## config.mk

```make
export PLATFORM = sky130hd
export DESIGN_NAME = brkTrigger
export DESIGN_NICKNAME = d
export VERILOG_FILES = /design/src/rtl/brkPkg.sv /design/src/rtl/brkMatchPath.sv /design/src/rtl/brkSeqCtrl.sv /design/src/rtl/brkTrigger.sv
export SDC_FILE = /design/constraint.sdc
export NUM_CORES = 1
export LEC_CHECK = 0
export ABC_CLOCK_PERIOD_IN_PS = 4000
export BUFFER_PORTS_ARGS = -buffer_cell sky130_fd_sc_hd__buf_2
export CAP_MARGIN = 10
export CORE_MARGIN = 3
export CORE_UTILIZATION = 58
export DETAILED_ROUTE_END_ITERATION = 7
export GPL_TIMING_DRIVEN = 0
export PLACE_DENSITY = 0.9
export SYNTH_ARGS = -nofsm -noshare
export SYNTH_HDL_FRONTEND = slang
export SYNTH_HIERARCHICAL = 1
export SYNTH_SLANG_ARGS = --single-unit
```

## constraint.sdc

```tcl
create_clock -name clk -period 4 [get_ports clk]
set_clock_uncertainty 0.2 [all_clocks]
set_input_delay 0.8 -clock clk [delete_from_list [all_inputs] [get_ports clk]]
set_output_delay 0.8 -clock clk [all_outputs]
set_load 0.03 [all_outputs]
```

## src/rtl/brkPkg.sv

```systemverilog
package brkPkg;
  localparam int NUM_PC      = 4;
  localparam int NUM_CMP     = NUM_PC + 2;
  localparam int IDX_ADDR    = NUM_PC;
  localparam int IDX_DATA    = NUM_PC + 1;
  localparam int IDX_CTRL    = NUM_PC + 2;
  localparam int IDX_CMD     = NUM_PC + 3;
  localparam int REG_IDX_W   = $clog2(NUM_PC + 4);
  localparam int CTRL_QUAL   = NUM_CMP;
  localparam int CTRL_TWO    = NUM_CMP + 1;
  localparam int CTRL_LVL_LO = NUM_CMP + 2;
  localparam int CTRL_W      = CTRL_LVL_LO + NUM_CMP;

  // write strobes from control to datapath
  typedef struct packed {
    logic [NUM_PC-1:0] wrPc;
    logic              wrAddr;
    logic              wrData;
    logic              wrCtrl;
    logic              seqClear;
  } cfgStrobe_t;

  // decoded control word
  typedef struct packed {
    logic [NUM_CMP-1:0] enable;
    logic               qualify;
    logic               twoLevel;
    logic [NUM_CMP-1:0] level2;
  } trigCfg_t;
endpackage

```

## src/rtl/brkMatchPath.sv

```systemverilog
module brkMatchPath import brkPkg::*; #(
  parameter int XLEN = 32
) (
  input  logic               clk,
  input  logic               rstN,
  input  cfgStrobe_t         strobe,
  input  logic [XLEN-1:0]    cfgData,
  input  logic               pcValid,
  input  logic [XLEN-1:0]    pc,
  input  logic               busValid,
  input  logic [XLEN-1:0]    busAddr,
  input  logic [XLEN-1:0]    busData,
  output logic [NUM_CMP-1:0] hits,
  output trigCfg_t           cfg
);
  logic [XLEN-1:0]   addrCmp;
  logic [XLEN-1:0]   dataCmp;
  logic [CTRL_W-1:0] ctrlReg;
  logic              addrEq;
  logic              dataEq;

  for (genvar g = 0; g < NUM_PC; g++) begin : gPcCmp
    logic [XLEN-1:0] pcCmp;
    always_ff @(posedge clk) begin
      if (!rstN)               pcCmp <= '0;
      else if (strobe.wrPc[g]) pcCmp <= cfgData;
    end
    assign hits[g] = pcValid && (pc == pcCmp) && cfg.enable[g];
  end

  always_ff @(posedge clk) begin
    if (!rstN) begin
      addrCmp <= '0;
      dataCmp <= '0;
      ctrlReg <= '0;
    end else begin
      if (strobe.wrAddr) addrCmp <= cfgData;
      if (strobe.wrData) dataCmp <= cfgData;
      if (strobe.wrCtrl) ctrlReg <= cfgData[CTRL_W-1:0];
    end
  end

  assign cfg.enable   = ctrlReg[NUM_CMP-1:0];
  assign cfg.qualify  = ctrlReg[CTRL_QUAL];
  assign cfg.twoLevel = ctrlReg[CTRL_TWO];
  assign cfg.level2   = ctrlReg[CTRL_LVL_LO +: NUM_CMP];

  assign addrEq = (busAddr == addrCmp);
  assign dataEq = (busData == dataCmp);

  assign hits[IDX_ADDR] = busValid && addrEq && cfg.enable[IDX_ADDR] &&
                          (!cfg.qualify || dataEq);
  assign hits[IDX_DATA] = busValid && dataEq && cfg.enable[IDX_DATA] &&
                          !cfg.qualify;
endmodule

```

## src/rtl/brkSeqCtrl.sv

```systemverilog
module brkSeqCtrl import brkPkg::*; (
  input  logic                 clk,
  input  logic                 rstN,
  input  logic                 cfgWe,
  input  logic [REG_IDX_W-1:0] cfgIdx,
  input  logic                 cmdBit,
  input  logic [NUM_CMP-1:0]   hits,
  input  trigCfg_t             cfg,
  output cfgStrobe_t           strobe,
  output logic                 brkPulse,
  output logic                 armed
);
  logic l1Hit;
  logic l2Hit;
  logic anyHit;

  always_comb begin
    strobe = '0;
    for (int i = 0; i < NUM_PC; i++)
      strobe.wrPc[i] = cfgWe && (cfgIdx == REG_IDX_W'(i));
    strobe.wrAddr   = cfgWe && (cfgIdx == REG_IDX_W'(IDX_ADDR));
    strobe.wrData   = cfgWe && (cfgIdx == REG_IDX_W'(IDX_DATA));
    strobe.wrCtrl   = cfgWe && (cfgIdx == REG_IDX_W'(IDX_CTRL));
    strobe.seqClear = cfgWe && (cfgIdx == REG_IDX_W'(IDX_CMD)) && cmdBit;
  end

  assign l1Hit  = |(hits & ~cfg.level2);
  assign l2Hit  = |(hits & cfg.level2);
  assign anyHit = |hits;

  always_ff @(posedge clk) begin
    if (!rstN) begin
      armed    <= 1'b0;
      brkPulse <= 1'b0;
    end else begin
      brkPulse <= 1'b0;
      if (!cfg.twoLevel) begin
        armed    <= 1'b0;
        brkPulse <= anyHit;
      end else if (strobe.seqClear) begin
        armed <= 1'b0;
      end else if (armed) begin
        if (l2Hit) begin
          brkPulse <= 1'b1;
          armed    <= 1'b0;
        end
      end else if (l1Hit) begin
        armed <= 1'b1;
      end
    end
  end

  AST_SINGLE_STAGE_UNARMED: assert property (@(posedge clk) disable iff (!rstN)
    !cfg.twoLevel |=> !armed);
  AST_PULSE_NEEDS_ARM: assert property (@(posedge clk) disable iff (!rstN)
    (brkPulse && $past(cfg.twoLevel)) |-> $past(armed));
  AST_FIRE_DISARMS: assert property (@(posedge clk) disable iff (!rstN)
    (cfg.twoLevel && armed && l2Hit && !strobe.seqClear) |=> (brkPulse && !armed));
  AST_CLEAR_DISARMS: assert property (@(posedge clk) disable iff (!rstN)
    strobe.seqClear |=> !armed);
endmodule

```

## src/rtl/brkTrigger.sv

```systemverilog
module brkTrigger import brkPkg::*; #(
  parameter int XLEN = 32
) (
  input  logic                 clk,
  input  logic                 rstN,
  input  logic                 cfgWe,
  input  logic [REG_IDX_W-1:0] cfgIdx,
  input  logic [XLEN-1:0]      cfgData,
  input  logic                 pcValid,
  input  logic [XLEN-1:0]      pc,
  input  logic                 busValid,
  input  logic [XLEN-1:0]      busAddr,
  input  logic [XLEN-1:0]      busData,
  output logic                 brkPulse,
  output logic                 armed
);
  cfgStrobe_t         strobe;
  trigCfg_t           cfg;
  logic [NUM_CMP-1:0] hits;

  brkSeqCtrl u_ctrl (
    .clk(clk), .rstN(rstN), .cfgWe(cfgWe), .cfgIdx(cfgIdx),
    .cmdBit(cfgData[0]), .hits(hits), .cfg(cfg),
    .strobe(strobe), .brkPulse(brkPulse), .armed(armed)
  );

  brkMatchPath #(.XLEN(XLEN)) u_path (
    .clk(clk), .rstN(rstN), .strobe(strobe), .cfgData(cfgData),
    .pcValid(pcValid), .pc(pc), .busValid(busValid),
    .busAddr(busAddr), .busData(busData), .hits(hits), .cfg(cfg)
  );

  AST_PULSE_NEEDS_ACCESS: assert property (@(posedge clk) disable iff (!rstN)
    brkPulse |-> $past(pcValid || busValid));
endmodule

```

== After elaboration in Yosys (flattened, before gate mapping) ==
Index checks and enable logic that the tools add are counted.

* Input bits: 136
* Logic and storage cells: 64
* Register bits after elaboration: 208

* Reductions and logical operators: 30
* Eq/ne operators: 13
* Bitwise logic cells: 5
* Muxes and demuxes: 7

{| class="wikitable"
|+ Operators with widths
! operator !! number
|-
| 32-bit equality test || 6
|-
| 1-bit logical AND || 23
|-
| 6-bit OR reduction || 3
|-
| 6-bit bitwise AND || 2
|-
| 3-bit equality test, second input constant || 4
|-
| 1-bit two-way mux || 7
|-
| 3-bit by 2-bit equality test with 1-bit output, second input constant || 2
|-
| 6-bit inverter || 1
|-
| 3-bit by 1-bit equality test with 1-bit output, second input constant || 1
|-
| 3-bit logical NOT || 1
|-
| 3-bit OR reduction || 1
|-
| 1-bit inverter || 2
|-
| 1-bit logical NOT || 1
|-
| 1-bit logical OR || 1
|}

== Longest topological paths before layout ==
Gate-level depths: netlist of the first run.

* Depth in word-level cells: 10
* Mapped depth: 9

== Modules after synthesis ==
Netlist of the first run, hierarchy kept.

{| class="wikitable"
|+ Modules (own cells, without submodules)
! module !! area each (µm²) !! instances !! cells each
|-
| brkMatchPath || 9834.4 || 1 || 931
|-
| brkSeqCtrl || 237.7 || 1 || 36
|}

== Worst setup path after synthesis of the first run ==
No wires, ideal clock.

* Path type: input -> register
* Start point: input busAddr[3]
* End point: register u_ctrl.brkPulse
* Data arrival time: 2.754 ns
* Path slack: 0.945 ns
* Buffers on the path: 0
* Stages: 7
* Cells stage by stage: xnor2_1 > nand4_1 > or4_1 > a2111oi_0 > a22oi_1 > and3_1 > o41ai_1

* Cells in the longest elaborated chain, start to end: 10
* Elaborated cells between the ends (all ways): 11
* Classes of those cells: eq/ne (1); mux (4); bitwise (1); reduce/logical (5)

{| class="wikitable"
|+ Ends and longest elaborated chain
! what !! RTL line !! text
|-
| start: declaration || brkTrigger.sv:12 || <nowiki>input logic [XLEN-1:0] busAddr,</nowiki>
|-
| 32-bit equality test * || brkMatchPath.sv:48 || <nowiki>assign addrEq = (busAddr == addrCmp);</nowiki>
|-
| 1-bit logical AND * (3 in a row) || brkMatchPath.sv:51 || <nowiki>assign hits[IDX_ADDR] = busValid && addrEq && cfg.enable[IDX_ADDR] &&</nowiki>
|-
| net hits[4] || brkTrigger.sv:19 || <nowiki>logic [NUM_CMP-1:0] hits;</nowiki>
|-
| 6-bit bitwise AND || brkSeqCtrl.sv:28 || <nowiki>assign l2Hit = |(hits & cfg.level2);</nowiki>
|-
| 6-bit OR reduction || brkSeqCtrl.sv:28 ||
|-
| 1-bit two-way mux || brkSeqCtrl.sv:43 || <nowiki>if (l2Hit) begin</nowiki>
|-
| 1-bit two-way mux || brkSeqCtrl.sv:42 || <nowiki>end else if (armed) begin</nowiki>
|-
| 1-bit two-way mux || brkSeqCtrl.sv:40 || <nowiki>end else if (strobe.seqClear) begin</nowiki>
|-
| 1-bit two-way mux * || brkSeqCtrl.sv:37 || <nowiki>if (!cfg.twoLevel) begin</nowiki>
|-
| end signal: assignment || brkSeqCtrl.sv:39 || <nowiki>brkPulse <= anyHit;</nowiki>
|-
| end: declaration || brkSeqCtrl.sv:10 || <nowiki>output logic brkPulse,</nowiki>
|}

Mark *: on every way through the listed nets, which the timed path passes. The rest lies on a longest branch.
A chain may end at the register's enable or synchronous reset.

== Final worst setup path of the first run ==
* Start point: input pc[8]
* End point: register u_ctrl.brkPulse

* Cells in the longest elaborated chain, start to end: 9
* Elaborated cells between the ends (all ways): 19
* Classes of those cells: eq/ne (4); mux (4); bitwise (1); reduce/logical (10)

{| class="wikitable"
|+ Ends and longest elaborated chain
! what !! RTL line !! text
|-
| start: declaration || brkTrigger.sv:10 || <nowiki>input logic [XLEN-1:0] pc,</nowiki>
|-
| 32-bit equality test * || brkMatchPath.sv:28 || <nowiki>assign hits[g] = pcValid && (pc == pcCmp) && cfg.enable[g];</nowiki>
|-
| 1-bit logical AND * (2 in a row) || brkMatchPath.sv:28 ||
|-
| net hits[2] || brkTrigger.sv:19 ||
|-
| 6-bit bitwise AND || brkSeqCtrl.sv:28 ||
|-
| 6-bit OR reduction || brkSeqCtrl.sv:28 ||
|-
| 1-bit two-way mux || brkSeqCtrl.sv:43 ||
|-
| 1-bit two-way mux || brkSeqCtrl.sv:42 ||
|-
| 1-bit two-way mux || brkSeqCtrl.sv:40 ||
|-
| 1-bit two-way mux * || brkSeqCtrl.sv:37 ||
|}

Marked as above.

==> qor.yml, run 1 <==
flow_run:
  cap_violations: 0
clock_tree:
  worstSkewPairLatency_ns: 0.51
  cts.clk_slew.worst_paths_ns: 0.06
  cts.path.max_buffers: 3
  htreeDepth: 1
  ctsHoldBuffers: 0
  cts_root_buf: "clkbuf_16"
  ctsResizeCount: 0
  postCtsSetupRepairBufs: 0
  clock_sinks: 208
  cts_inserted_buffers: 22
  cts_tree: "yes"
synth:
  ys_seq_area_share_pct: 41.3
  synth_cells: 967
  syn-cell-area_sq_um: 10100
  yosys_warnings: 6
  syn-num-nets: 1103
  ys_ff_latch: 208
  yosysUniqueCellTypes: 28
  synth_area_per_cell_sq_um: 10.4
global_routing:
  antenna_found_initial: 1
  grt_max_degree: 14
  grt_pass1_wl_um: 43300
  track_usage_pct: 30.4
  gr-total-overflow: 0
  grt_pass1_vias: 7596
cells_and_area:
  fin_cells: 1358
  nNetsFinal: 1261
  fill_cells: 1258
  drive_gt1_share_pct: 15.6
  regArea_sq_um: 4160
  multiInputGateArea_sq_um: 5680
  most-common-layout-cells: "nor2b_1, dfxtp_1, mux2i_1"
  n_antenna_cell: 0
  final_util_pct: 69.7
  synthToLayoutAreaGrowth_pct: 16.4
placed_design:
  dp_cells: 1321
  place_congestion: 0.987
  place_ws_ns: 0.143
  dp_hpwl_um: 21900
  port_buffers: 134
detailed_routing:
  wl_per_cell_um: 21.5
  via_per_inst: 5.61
  ant_nets: 0
  first_iter_violations: 711
  vias: 7612
  drt-pass1-iter-count: 8
  routed_wl_um: 29200
  drc: 2
run_status:
  run_status: "finished with violations"
  violations: "design-rule violations"
sta:
  period_needed_ns: 3.52
  rsz0062_at_grt: "false"
  worstMarginPinSlew_ns: 0.907
  layout_setup_ws_ns: 0.476
  setup_tns_ns: 0
  slew_headroom_pct: 37.9
  final_hold_viol_count: 0
  post-route-period-util_pct: 88.1
  clock.fmax_mhz: 284
  finalSetupViolCount: 0
  report.final.slew_viol_count: 0
power:
  power_density_nw_per_um2: 399
  p_leak_nw: 4.15
  ir_worst_vdd_mv: 0.270
setup_path:
  rrSetupSlack_ns: 0.56
  required_ns: 4.17
  setup.worst_path.class: "input pin to flop"
  worst_setup_path_end_kind: "flop"
  critPathMaxFanout: 4
  arrival_ns: 3.69
  worst_setup_path_start_kind: "input pin"
floorplan:
  io_pins: 138
  core_area_sq_um: 16800
  die_area_sq_um: 19000
  die_y_um: 138
  start_util_pct: 59.9
  die_w_um: 138
  rows: 47
min_path:
  min_path_type: "flop to flop"
## Yosys cell counts
cell | number | area, sq um
a22oi_1 | 3 | 22.5
a222oi_1 | 1 | 10.0
buf_6 | 1 | 11.3
clkbuf_1 | 31 | 116
nand4_4 | 1 | 21.3
nor3_1 | 3 | 15.0
or4_1 | 6 | 45.0
a31oi_1 | 1 | 6.26
xor2_1 | 108 | 946
and3_1 | 1 | 6.26
mux2i_1 | 206 | 2060
o311ai_2 | 1 | 16.3
nor2_1 | 6 | 22.5
nand4_1 | 27 | 169
nand2_1 | 5 | 18.8
nand3_1 | 3 | 15.0
buf_1 | 17 | 63.8
clkbuf_2 | 1 | 5.00
nor4_2 | 4 | 50.1
nor2b_1 | 208 | 1300
buf_2 | 2 | 10.0
inv_1 | 6 | 22.5
a2111oi_0 | 3 | 26.3
nand2b_1 | 3 | 18.8
dfxtp_1 | 208 | 4160
o41ai_1 | 1 | 8.76
nor4_1 | 26 | 163
xnor2_1 | 84 | 736
## registers in the layout, summed over array words and instances, names as in the netlist
signal / count
u_ctrl/brkPulse: 1
u_path/ctrlReg: 14
u_ctrl/armed: 1
u_path/dataCmp: 32
u_path/addrCmp: 32
u_path/gPcCmp.pcCmp: 128
## routing by layer
metal	wire (um)	vias to the layer above	GRT usage [%]
li1	-	3567	-
met3	2670	86	6.14
met5	0	-	0
met2	13200	376	47.8
met1	12200	3583	41.3
met4	1110	0	11.6
## path summary, 6_finish.rpt
check	startpoint	to	cells after the start
max	pc[8]	u_ctrl/brkPulse	9
min	u_path/ctrlReg[7]	u_ctrl/armed	2
max reg2reg	u_path/gPcCmp[2].pcCmp[11]	u_ctrl/brkPulse	8
min reg2reg	u_path/ctrlReg[7]	u_ctrl/armed	2
## cells by family after synthesis
group	count (synthesis)	synth area share (%)
AOI/OAI and AO/OA	10	0.895
xor gates and xnor gates	192	16.7
buffers and inverters	58	2.27
DFF	208	41.3
muxes	206	20.5
and+or+nand+nor	293	18.3
## where the power goes
| group | switching (mW) | internal (mW) | total (mW) |
|---|---|---|---|
| sequential | 0.0337 | 2.12 | 2.15 |
| combinational | 0.291 | 0.217 | 0.508 |
| clock | 0.820 | 1.20 | 2.02 |
## final cells by class
cell class	instances	area share, %
multi-input cells	701	48.4
flip-flops and latches	208	35.5
repair buffers	134	5.72
clock buffers	32	5.62
well taps	220	2.35
plain buffers	52	1.76
clock inverters	5	0.427
inverters	6	0.192
## per-stage QoR
stage / cell area [sq um] / power [mW] / hold slack (ns)
finish: 11700 / 4.68 / 0.318
global route: 11700 / 4.80 / 0.350
CTS: 11700 / 4.67 / 0.315
detailed placement: 11000 / 2.69 / 0.302
global placement: 11000 / 2.68 / 0.289
floorplan: 10100 / 2.45 / 0.258
## worst max-delay path, stage by stage
cell	delay, ns
buf_2	0.14
xor2_1	0.17
nor4_1	0.36
nand4_1	0.21
or4_1	0.65
nor4_2	0.48
a22oi_1	0.23
and3_1	0.23
o41ai_1	0.41
Power figures use the tool's default switching activity.
==> inputs of run 2 (changes only) <==
- CORE_MARGIN: 3 -> 2
- CORE_UTILIZATION: 58 -> 42
- PLACE_DENSITY: 0.9 -> 0.71
==> run 2 against run 1 <==
Against the previous run: critical path type unchanged; non-clock buffer count did not move; worst hold slack got worse by 0.0021 ns; the run now ends clean; register-to-register slack got worse by 0.12 ns; critical endpoint unchanged; routed wire length rose by 3.0%.
==> qor.yml, run 2 (same netlist as run 1, synthesis figures left out) <==
run_status:
  run_status: "finished clean"  # was finished with violations
detailed_routing:
  routed_wl_um: 30100  # was 29,200 um
  drc: 0  # was 2
  drt-pass1-iter-count: 6  # was 8
  wl_per_cell_um: 20.6  # was 21.5 um
  vias: 7327  # was 7,612
  first_iter_violations: 441  # was 711
  ant_nets: 0  # unchanged
  via_per_inst: 5.02  # was 5.61
clock_tree:
  cts_root_buf: "clkbuf_16"  # unchanged
  postCtsSetupRepairBufs: 0  # unchanged
  worstSkewPairLatency_ns: 0.51  # about the same
  ctsHoldBuffers: 0  # unchanged
  cts_tree: "yes"  # unchanged
  ctsResizeCount: 0  # unchanged
  cts.clk_slew.worst_paths_ns: 0.06  # about the same
  cts_inserted_buffers: 23  # was 22
  htreeDepth: 1  # unchanged
  cts.path.max_buffers: 3  # unchanged
  clock_sinks: 208  # unchanged
power:
  ir_worst_vdd_mv: 0.243  # was 0.270 mV
  power_density_nw_per_um2: 391  # was 399 nW/um^2
  seq_power_share_pct: 46.5  # was 46.0%
  combPwrFrac_pct: 11.0  # was 10.9%
  p_leak_nw: 4.13  # was 4.15 nW
  switching_share_pct: 25.3  # was 24.5%
  clockPowerShare_pct: 42.5  # was 43.2%
  intPower_mw: 3.45  # was 3.53 mW
  p_switching_mw: 1.17  # was 1.14 mW
floorplan:
  start_util_pct: 42.8  # was 59.9%
  die_w_um: 159  # was 138 um
  rows: 56  # was 47
  core_area_sq_um: 23500  # was 16,800 sq um
  io_pins: 138  # unchanged
  die_area_sq_um: 25200  # was 19,000 sq um
  die_y_um: 159  # was 138 um
sta:
  finalSetupViolCount: 0  # unchanged
  setup_tns_ns: 0  # unchanged
  layout_setup_ws_ns: 0.313  # was 0.476 ns
  final_hold_viol_count: 0  # unchanged
  hold_ws_ns: 0.316  # was 0.318 ns
  slew_headroom_pct: 35.5  # was 37.9%
  rsz0062_at_grt: "false"  # unchanged
  period_needed_ns: 3.69  # was 3.52 ns
  post-route-period-util_pct: 92.2  # was 88.1%
  clock.fmax_mhz: 271  # was 284 MHz
  report.final.slew_viol_count: 0  # unchanged
  worstMarginPinSlew_ns: 0.943  # was 0.907 ns
global_routing:
  grt_pass1_wl_um: 44600  # was 43,300 um
  track_usage_pct: 23.2  # was 30.4%
  gr-total-overflow: 0  # unchanged
  antenna_found_initial: 3  # was 1
  grt_max_degree: 13  # was 14
  grt_pass1_vias: 7248  # was 7,596
min_path:
  min_path_type: "flop to flop"  # unchanged
placed_design:
  dp_hpwl_um: 23100  # was 21,900 um
  place_ws_ns: 0.00932  # was 0.143 ns
  postPlaceCellArea_sq_um: 11100  # was 11,000 sq um
  port_buffers: 134  # unchanged
  place_congestion: 0.929  # was 0.987
setup_path:
  slowest_delay_ns: 0.64  # was 0.65 ns
  crit_chain: "buf_2 -> xor2_1 -> nor4_1 -> nand4_1 -> or4_1 -> nor4_2 -> a22oi_1 -> and3_1 -> o41ai_1"  # unchanged
  worst_setup_path_end_kind: "flop"  # unchanged
  critPathMaxFanout: 4  # unchanged
  critPathBufInv: 1  # unchanged
  cpLargestDelayFamily: "simple AND/OR/NAND/NOR gates"  # unchanged
  required_ns: 4.15  # was 4.17 ns
  crit_path_top_delay_cell: "or4_1"  # unchanged
  arrival_ns: 3.84  # was 3.69 ns
  setup.worst_path.class: "input pin to flop"  # unchanged
  worst_setup_path_start_kind: "input pin"  # unchanged
cells_and_area:
  drive_gt1_share_pct: 15.6  # unchanged
  multiInputGateArea_sq_um: 5680  # unchanged
  largest_reg_flops: 128  # unchanged
  final_util_pct: 50.2  # was 69.7%
  top_register: "u_path/gPcCmp.pcCmp"  # unchanged
  fill_cells: 2248  # was 1,258
  regArea_sq_um: 4160  # unchanged
  nNetsFinal: 1262  # was 1,261
  most-common-layout-cells: "nor2b_1, dfxtp_1, mux2i_1"  # unchanged
  finalInstanceArea_sq_um: 11800  # was 11,700 sq um
  synthToLayoutAreaGrowth_pct: 17.4  # was 16.4%
  reg_top3: "u_path/gPcCmp.pcCmp: 128 flops, u_path/addrCmp: 32 flops, u_path/dataCmp: 32 flops"  # unchanged
flow_run:
  cap_violations: 0  # unchanged
run 2: changes by cell type in the layout (fill, tap and decap cells not counted):
cell        previous run  this run
bufinv_16              1         0
clkbuf_8               5         4
diode_2                0         3
clkinv_2               4         5
clkinvlp_4             0         1
run 2: per-stage QoR:
stage / std cells / power [mW]
floorplan: 967 / 2.45
global placement: 1420 / 2.70
detailed placement: 1420 / 2.70
CTS: 1457 / 4.64
global route: 1458 / 4.76
finish: 1460 / 4.62
run 2: layer usage:
metal / vias up / wire (um) / global-route usage [%]
li1: 3579 / - / -
met2: 227 / 13200 / 36.7
met3: 52 / 1920 / 4.49
met1: 3469 / 14000 / 32.0
met5: - / 0 / 0
met4: 0 / 939 / 7.36
run 2: path summary, 6_finish.rpt:
kind	startpoint	endpoint	slack (ns)	depth (start not counted)
hold / removal	u_path/ctrlReg[7]	u_ctrl/armed	0.32	2
hold reg to reg	u_path/ctrlReg[7]	u_ctrl/armed	0.32	2
setup reg to reg	u_path/gPcCmp[2].pcCmp[8]	u_ctrl/brkPulse	0.44	8
setup / recovery	pc[8]	u_ctrl/brkPulse	0.31	9
run 2: power groups by stage:
stage	sequential, mW	clock (mW)	combinational [mW]
after detailed placement	2.19	0	0.503
after CTS	2.15	1.99	0.506
after global routing	2.15	2.07	0.542
final	2.15	1.96	0.510
after floorplan	2.19	0	0.265
after global placement	2.19	0	0.503
run 2: tightest hold or removal path, stage by stage, from the launching register on:
cell,delay (ns)
dfxtp_1,0.33
nand2_1,0.08
a2111oi_0,0.06
run 2: area by class of cell:
| cell class | count | area share (%) |
|---|---|---|
| tap | 319 | 3.37 |
| buffer | 52 | 1.75 |
| multi-input combinational | 701 | 48.0 |
| inverter | 6 | 0.190 |
| antenna | 3 | 0.0635 |
| timing repair buffer | 134 | 5.67 |
| sequential | 208 | 35.2 |
| clock inverter | 6 | 0.275 |
| clock buffer | 31 | 5.46 |
